==> src/rtl/regbridge_pkg.sv <==
package regbridge_pkg;
  localparam int OFF_ID   = 'h00;
  localparam int OFF_CTRL = 'h04;
  localparam int OFF_LDAT = 'h08;
  localparam int OFF_UDAT = 'h0C;
  localparam int OFF_IEN  = 'h10;
  localparam int OFF_IFLG = 'h14;

  localparam int BIT_BUSY = 31;
  localparam int BIT_SIZE = 25;
  localparam int BIT_DIR  = 24;
  localparam int BEN_LO   = 16;

  typedef enum logic [1:0] {SQ_IDLE, SQ_PICK, SQ_WAIT} seq_state_t;
endpackage

==> src/rtl/rb_far_bank.sv <==
module rb_far_bank #(
  parameter int AW  = 8,
  parameter int LAT = 3
) (
  input  logic          clk,
  input  logic          rst,
  input  logic          req,
  input  logic          we,
  input  logic [AW-1:0] addr,
  input  logic [7:0]    wdata,
  output logic          ack,
  output logic [7:0]    rdata
);
  localparam int DEPTH = 1 << AW;

  logic [7:0] mem [DEPTH];
  logic [7:0] dpipe [LAT];
  logic       vld [LAT];
  logic       outst;

  initial begin
    for (int i = 0; i < DEPTH; i++) mem[i] = 8'h00;
  end

  always_ff @(posedge clk) begin
    if (req && we) mem[addr] <= wdata;
    dpipe[0] <= mem[addr];
    for (int i = 1; i < LAT; i++) dpipe[i] <= dpipe[i-1];
  end

  always_ff @(posedge clk) begin
    if (rst) begin
      for (int i = 0; i < LAT; i++) vld[i] <= 1'b0;
      outst <= 1'b0;
    end else begin
      vld[0] <= req;
      for (int i = 1; i < LAT; i++) vld[i] <= vld[i-1];
      if (req) outst <= 1'b1;
      else if (ack) outst <= 1'b0;
    end
  end

  assign ack   = vld[LAT-1];
  assign rdata = dpipe[LAT-1];


  single_req_chk: assert property (@(posedge clk) disable iff (rst) req |-> !outst);

  ack_pending_chk: assert property (@(posedge clk) disable iff (rst) ack |-> outst);
endmodule

==> src/rtl/rb_xfer_seq.sv <==
module rb_xfer_seq
  import regbridge_pkg::*;
#(
  parameter int AW    = 8,
  parameter int LANES = 8
) (
  input  logic               clk,
  input  logic               rst,
  input  logic               start,
  input  logic               dir_rd,
  input  logic               wide,
  input  logic [LANES-1:0]   ben,
  input  logic [AW-1:0]      base,
  input  logic [LANES*8-1:0] wdata,
  output logic               busy,
  output logic               done,
  output logic [LANES*8-1:0] rdata,
  output logic               mreq,
  output logic               mwe,
  output logic [AW-1:0]      maddr,
  output logic [7:0]         mwdata,
  input  logic               mack,
  input  logic [7:0]         mrdata
);
  localparam int LW   = $clog2(LANES);
  localparam int HALF = LANES / 2;
  localparam logic [LW-1:0] LAST = LW'(LANES - 1);

  seq_state_t         state;
  logic [LW-1:0]      lane;
  logic               dir_q, wide_q;
  logic [LANES-1:0]   ben_q;
  logic [AW-1:0]      base_q;
  logic [LANES*8-1:0] wdat_q;
  logic               lane_en;

  assign lane_en = ben_q[lane] && ((lane < LW'(HALF)) || wide_q);

  always_ff @(posedge clk) begin
    if (rst) begin
      state  <= SQ_IDLE;
      busy   <= 1'b0;
      done   <= 1'b0;
      lane   <= '0;
      dir_q  <= 1'b0;
      wide_q <= 1'b0;
      ben_q  <= '0;
      base_q <= '0;
      wdat_q <= '0;
      rdata  <= '0;
      mreq   <= 1'b0;
      mwe    <= 1'b0;
      maddr  <= '0;
      mwdata <= '0;
    end else begin
      done <= 1'b0;
      mreq <= 1'b0;
      case (state)
        SQ_IDLE: begin
          if (start) begin
            dir_q  <= dir_rd;
            wide_q <= wide;
            ben_q  <= ben;
            base_q <= base;
            wdat_q <= wdata;
            rdata  <= '0;
            lane   <= '0;
            busy   <= 1'b1;
            state  <= SQ_PICK;
          end
        end
        SQ_PICK: begin
          if (lane_en) begin
            mreq   <= 1'b1;
            mwe    <= ~dir_q;
            maddr  <= base_q + AW'(lane);
            mwdata <= wdat_q[{lane, 3'b000} +: 8];
            state  <= SQ_WAIT;
          end else if (lane == LAST) begin
            busy  <= 1'b0;
            done  <= 1'b1;
            state <= SQ_IDLE;
          end else begin
            lane <= lane + 1'b1;
          end
        end
        SQ_WAIT: begin
          if (mack) begin
            if (dir_q) rdata[{lane, 3'b000} +: 8] <= mrdata;
            if (lane == LAST) begin
              busy  <= 1'b0;
              done  <= 1'b1;
              state <= SQ_IDLE;
            end else begin
              lane  <= lane + 1'b1;
              state <= SQ_PICK;
            end
          end
        end
        default: state <= SQ_IDLE;
      endcase
    end
  end


  launch_busy_chk: assert property (@(posedge clk) disable iff (rst) (start && !busy) |=> busy);

  done_end_chk: assert property (@(posedge clk) disable iff (rst) done |-> (!busy && $past(busy)));
endmodule

==> src/rtl/rb_irq_flags.sv <==
module rb_irq_flags #(
  parameter int NSRC = 2
) (
  input  logic            clk,
  input  logic            rst,
  input  logic            wr_en,
  input  logic            wr_clr,
  input  logic [NSRC-1:0] wdata,
  input  logic [NSRC-1:0] set_in,
  output logic [NSRC-1:0] en,
  output logic [NSRC-1:0] flags,
  output logic            irq
);
  logic [NSRC-1:0] clr_mask;

  assign clr_mask = wr_clr ? wdata : '0;

  always_ff @(posedge clk) begin
    if (rst) begin
      en    <= '0;
      flags <= '0;
      irq   <= 1'b0;
    end else begin
      if (wr_en) en <= wdata;
      flags <= (flags & ~clr_mask) | set_in;
      irq   <= |(flags & en);
    end
  end


  set_wins_chk: assert property (@(posedge clk) disable iff (rst) set_in[0] |=> flags[0]);

  level_set_chk: assert property (@(posedge clk) disable iff (rst) set_in[NSRC-1] |=> flags[NSRC-1]);

  irq_masked_chk: assert property (@(posedge clk) disable iff (rst) (en == '0) |=> !irq);
endmodule

==> src/rtl/regbridge_top.sv <==
module regbridge_top
  import regbridge_pkg::*;
#(
  parameter int          HADDR_W  = 5,
  parameter int          FAR_AW   = 8,
  parameter int          LAT      = 3,
  parameter logic [31:0] ID_VALUE = 32'h5A1E_0001
) (
  input  logic               clk,
  input  logic               rst,
  input  logic               hst_wr,
  input  logic               hst_rd,
  input  logic [HADDR_W-1:0] hst_addr,
  input  logic [31:0]        hst_wdata,
  output logic [31:0]        hst_rdata,
  input  logic               ss_irq,
  output logic               irq_out
);
  localparam int LANES = 8;
  localparam logic [31:0] CTRL_MASK = 32'h03FF_0000 | 32'((1 << FAR_AW) - 1);

  logic [31:0] ctrl_q, ldat_q, udat_q;
  logic        armed_q;
  logic        busy, done;
  logic        sel_ctrl, sel_ldat, sel_udat, sel_ien, sel_iflg;
  logic        wr_ctrl, wr_ldat, wr_udat, start_rd, start_wr, start;
  logic [31:0] src_ctrl;
  logic [LANES*8-1:0] seq_rdata;
  logic [1:0]  ien, iflg;
  logic        mreq, mwe, mack;
  logic [FAR_AW-1:0] maddr;
  logic [7:0]  mwdata, mrdata;

  assign sel_ctrl = hst_addr == HADDR_W'(OFF_CTRL);
  assign sel_ldat = hst_addr == HADDR_W'(OFF_LDAT);
  assign sel_udat = hst_addr == HADDR_W'(OFF_UDAT);
  assign sel_ien  = hst_addr == HADDR_W'(OFF_IEN);
  assign sel_iflg = hst_addr == HADDR_W'(OFF_IFLG);

  assign wr_ctrl  = hst_wr && sel_ctrl && !busy;
  assign wr_ldat  = hst_wr && sel_ldat && !busy;
  assign wr_udat  = hst_wr && sel_udat && !busy;
  assign start_rd = wr_ctrl && hst_wdata[BIT_DIR];
  assign start_wr = wr_ldat && armed_q;
  assign start    = start_rd || start_wr;
  assign src_ctrl = start_rd ? (hst_wdata & CTRL_MASK) : ctrl_q;

  always_ff @(posedge clk) begin
    if (rst) begin
      ctrl_q  <= '0;
      ldat_q  <= '0;
      udat_q  <= '0;
      armed_q <= 1'b0;
    end else begin
      if (done && ctrl_q[BIT_DIR]) begin
        ldat_q <= seq_rdata[31:0];
        if (ctrl_q[BIT_SIZE]) udat_q <= seq_rdata[63:32];
      end
      if (wr_ctrl) begin
        ctrl_q  <= hst_wdata & CTRL_MASK;
        armed_q <= !hst_wdata[BIT_DIR];
      end
      if (wr_ldat) ldat_q <= hst_wdata;
      if (wr_udat) udat_q <= hst_wdata;
      if (start_wr) armed_q <= 1'b0;
    end
  end

  always_ff @(posedge clk) begin
    if (rst) begin
      hst_rdata <= '0;
    end else if (hst_rd) begin
      case (1'b1)
        sel_ctrl: hst_rdata <= {busy, ctrl_q[30:0]};
        sel_ldat: hst_rdata <= ldat_q;
        sel_udat: hst_rdata <= udat_q;
        sel_ien:  hst_rdata <= {30'd0, ien};
        sel_iflg: hst_rdata <= {30'd0, iflg};
        default:  hst_rdata <= (hst_addr == HADDR_W'(OFF_ID)) ? ID_VALUE : 32'd0;
      endcase
    end
  end

  rb_xfer_seq #(.AW(FAR_AW), .LANES(LANES)) u_seq (
    .clk    (clk),
    .rst    (rst),
    .start  (start),
    .dir_rd (start_rd),
    .wide   (src_ctrl[BIT_SIZE]),
    .ben    (src_ctrl[BEN_LO +: LANES]),
    .base   (src_ctrl[FAR_AW-1:0]),
    .wdata  ({udat_q, hst_wdata}),
    .busy   (busy),
    .done   (done),
    .rdata  (seq_rdata),
    .mreq   (mreq),
    .mwe    (mwe),
    .maddr  (maddr),
    .mwdata (mwdata),
    .mack   (mack),
    .mrdata (mrdata)
  );

  rb_far_bank #(.AW(FAR_AW), .LAT(LAT)) u_bank (
    .clk   (clk),
    .rst   (rst),
    .req   (mreq),
    .we    (mwe),
    .addr  (maddr),
    .wdata (mwdata),
    .ack   (mack),
    .rdata (mrdata)
  );

  rb_irq_flags #(.NSRC(2)) u_flags (
    .clk    (clk),
    .rst    (rst),
    .wr_en  (hst_wr && sel_ien),
    .wr_clr (hst_wr && sel_iflg),
    .wdata  (hst_wdata[1:0]),
    .set_in ({ss_irq, done}),
    .en     (ien),
    .flags  (iflg),
    .irq    (irq_out)
  );


  ctrl_hold_chk: assert property (@(posedge clk) disable iff (rst)
    (busy && hst_wr && sel_ctrl) |=> $stable(ctrl_q));

  ldat_hold_chk: assert property (@(posedge clk) disable iff (rst)
    (busy && hst_wr && sel_ldat) |=> $stable(ldat_q));

  no_launch_chk: assert property (@(posedge clk) disable iff (rst)
    (!busy && hst_wr && sel_ldat && !armed_q) |=> !busy);
endmodule

==> config.mk <==
export PLATFORM = sky130hd
export DESIGN_NAME = regbridge_top
export DESIGN_NICKNAME = d
export VERILOG_FILES = /design/src/rtl/regbridge_pkg.sv /design/src/rtl/rb_far_bank.sv /design/src/rtl/rb_xfer_seq.sv /design/src/rtl/rb_irq_flags.sv /design/src/rtl/regbridge_top.sv
export SDC_FILE = /design/constraint.sdc
export NUM_CORES = 2
export LEC_CHECK = 0
export BUFFER_PORTS_ARGS = -buffer_cell sky130_fd_sc_hd__buf_2
export CORE_ASPECT_RATIO = 0.6
export CORE_MARGIN = 5
export CORE_UTILIZATION = 35
export DETAILED_ROUTE_END_ITERATION = 10
export PLACE_DENSITY = 0.6
export SETUP_SLACK_MARGIN = 0.02
export SLEW_MARGIN = 10
export SYNTH_ARGS = -nofsm -noshare
export SYNTH_HDL_FRONTEND = slang
export SYNTH_SLANG_ARGS = --single-unit
==> constraint.sdc <==
create_clock -name clk -period 4 [get_ports clk]
set_input_delay 0 -clock clk [delete_from_list [all_inputs] [get_ports clk]]
set_output_delay 0 -clock clk [all_outputs]
set_load 0.01 [all_outputs]
==> out/results.txt <==
Global Route Usage Sum = 18.4%
Peak VDD IR = 0.369 mV
Tcrit/Tclk final = 94.3%
DRC viols = 0
Root Buffer = clkbuf_16
Arr. time, crit path = 4.48 ns
Cells after Synth = 5177
Post-synth ARST share = 0%
RSZ-0062 raised after global routing = false
Synth cell types = 68
Vias in the first global route = 50300
CP Capture Type = register
Layout Area Growth over Synthesis = 15.2%
Core area = 261000 µm²
Most frequent CP cell = dlygate4sd3_1
Seq cells post-synth = 2374
DP Wirelength = 168000 µm
Dominant synthesized flop cell = edfxtp_1
Antenna Nets Post-Route = 0
Largest net degree at the start of global routing = 141
Yosys warns = 0
CTS tree = yes
P_int = 37800 µW
TritonCTS Buffers = 209
Slew margin rel. = 14.8%
Final Cell Area = 106000 µm²
WL final = 258000 µm
Initial DRC count = 6779
Vias post-DR = 51600
Least-Margin Pin Slew = 1.28 ns
Tmin final = 3.77 ns
Final Hold Viols = 0
H-tree Lvls = 4
Clk buf depth = 4
Max stage delay on crit path = 0.68 ns
Total gr overflow = 0
Initial antenna violation count = 17
CP Class = register to register
Starting density of the core = 35.3%
Postcts setup bufs = 0
EDFF count, synth = 2048
Worst path bufs/invs = 4
First-pass GRT wire length = 369000 µm
Top Ports = 75
DRT Pass-1 Iters = 6
Avg WL per Cell = 28.1 µm
Family with the most delay on the worst path = buffers and inverters
Placed cell area = 98700 µm²
CP Cell Sequence = nor2b_2 -> nand2_1 -> dlygate4sd3_1 -> nor2_1 -> dlygate4sd3_1 -> nand2_2 -> buf_4 -> nand2_1 -> a21oi_1 -> dlygate4sd3_1
Fillers = 23000
Net Sw Frac = 19.9%
Clock sink count = 2374
Pins over their slew limit = 0
Most frequent cells in the layout = 2048 x edfxtp_1, 461 x mux4_2, 453 x nor2_1
NetSw = 9400 µW
Reg clk slew, reported paths = 0.07 ns
Combinational Power Share = 0.8%
Clk_skew = 0.0587 ns
WHS = 0.0613 ns
Syn Std Cell Area = 92100 µm²
Die X = 672 µm
Die area = 274000 µm²
Pwr Density = 445 nW/µm²
NumNets Final = 5620
Crit path required time = 4.71 ns
Register area share after synthesis = 73.8%
FP Rows = 145
Max-cap viol count = 0
Clock power share = 43.0%
CP Max Fanout = 64
Share of layout cells above drive strength 1 = 22.3%
Commonest non-fill, non-tap cell in the layout = edfxtp_1
Final setup viols = 0
Hold WC Path Type = input port to register
Run status = finished clean
DR vias/cell = 5.61
CP startpoint kind = register
Clock Latency Late Sink = 0.87 ns
IO buf count = 74
Leakage Power = 0.0334 µW
Sum of negative setup slack = 0 ns
Die Ht = 407 µm
Final GP Congestion = 0.865
Slowest cell on crit path = dlygate4sd3_1
Maximum clock frequency = 0.265 GHz
Syn nets = 5234
Synth Area per Inst = 17.8 µm²
Sequential power share = 56.2%
## metal layers
metal | up-vias | GRT usage [%] | wire (µm)
met5 | - | 0.399 | 156
met4 | 2 | 3.42 | 4350
met3 | 287 | 8.84 | 38900
met2 | 2835 | 23.3 | 99500
met1 | 26900 | 28.1 | 115000
li1 | 21500 | - | -
## registers in the layout, summed over array words and instances (netlist names), 3 cells and up, named ones only
name / cells
ctrl_q: 18
hst_rdata: 32
ldat_q: 32
u_bank.dpipe: 24
u_bank.mem: 2048
u_bank.vld: 3
u_seq.base_q: 8
u_seq.ben_q: 8
u_seq.lane: 3
u_seq.maddr: 8
u_seq.mwdata: 8
u_seq.rdata: 64
u_seq.wdat_q: 64
udat_q: 32
## final cells by class
type / instances / area [µm²] / share of cell area [%]
Antenna cell: 6 / 15.0 / 0.0141
Clock buffer: 270 / 5650 / 5.32
Clock inverter: 105 / 1040 / 0.982
Inverter: 16 / 60.1 / 0.0566
Multi-Input combinational cell: 2447 / 22600 / 21.3
Sequential cell: 2374 / 68100 / 64.1
Tap cell: 3454 / 4320 / 4.07
Timing Repair Buffer: 515 / 4410 / 4.16
## cells by family (layout without fill, tap and decap cells)
logic type | Yosys count | after routing | share of synthesized area [%]
xor gates and xnor gates | 6 | 6 | 0.0570
other | 0 | 6 | 0
muxes | 698 | 698 | 13.9
adders and majority gates | 15 | 15 | 0.212
buffers and inverters | 356 | 906 | 1.80
DFF | 2374 | 2374 | 73.8
and+or+nand+nor | 968 | 968 | 4.50
AOI/OAI and AO/OA | 760 | 760 | 5.72
## cell usage after synthesis (all sizes together) (3+ instances only)
cell,n,area [µm²]
o22ai,28,175
edfxtp,2048,61500
xnor2,3,26.3
a311oi,28,245
clkbuf,214,803
nor2,461,1740
a2111oi,7,61.3
o21bai,3,22.5
nand2,298,1120
nand4,15,93.8
nor3,16,108
nor2b,59,369
nor3b,4,30.0
nand2b,10,62.6
or3,5,36.3
and2,9,56.3
or2,3,18.8
o21ai,31,155
ha,14,175
a22o,84,736
mux2i,208,2080
inv,15,56.3
nand3,52,260
o311a,3,30.0
a21boi,4,30.0
nor4,20,125
xor2,3,26.3
and3,4,25.0
o211ai,6,50.1
o32ai,5,43.8
o2111ai,6,52.6
mux2,29,327
a21oi,227,1150
a22oi,167,1250
a211oi,98,736
a31oi,9,56.3
dfxtp,326,6530
a221oi,14,123
mux4,461,10400
a32oi,4,35.0
buf,126,792
and3b,4,35.0
o221ai,28,245
## tightest hold or removal path, cell delays in order
cell and delay, ns:
dlygate4sd3_1 0.55, buf_2 0.14, nor2_1 0.10, a211oi_1 0.05
## path summary, 6_finish.rpt
kind,from,to,slack (ns),depth (start not counted)
setup reg to reg,u_seq.busy,u_seq.wdat_q[30],0.23,10
setup / recovery,u_seq.busy,u_seq.wdat_q[30],0.23,10
hold reg to reg,u_bank.dpipe[0][8],u_bank.dpipe[0][16],0.33,0
hold / removal,hst_wdata[29],ldat_q[29],0.06,4
## stage by stage
| step | total power, µW | cells | util, % | worst slack (ns) |
|---|---|---|---|---|
| after detailed placement | 27400 | 8732 | 37.8 | -0.0482 |
| after global routing | 48600 | 9182 | 40.7 | 0.0945 |
| after CTS | 47500 | 9181 | 40.6 | 0.0620 |
| after floorplan | 27200 | 5177 | - | 1.10 |
| after global placement | 27400 | 8732 | 37.8 | -0.348 |
| final | 47200 | 9187 | 40.7 | 0.229 |
## power groups by stage
| stage | registers, µW | clock network (µW) | logic [µW] |
|---|---|---|---|
| after floorplan | 27100 | 0 | 169 |
| after global placement | 27100 | 0 | 322 |
| after detailed placement | 27100 | 0 | 327 |
| after CTS | 26500 | 20600 | 380 |
| after global routing | 26500 | 21700 | 415 |
| final | 26500 | 20300 | 397 |
## what timing repair did
| item | CTS | global route |
|---|---|---|
| resized for setup | 3 | 7 |
| setup endpoints to repair | 2 | 7 |
| hold buffers | 74 | 0 |
| endpoints found under the hold margin | 217 | 0 |
No activity file was read; power rests on OpenSTA's default activity.
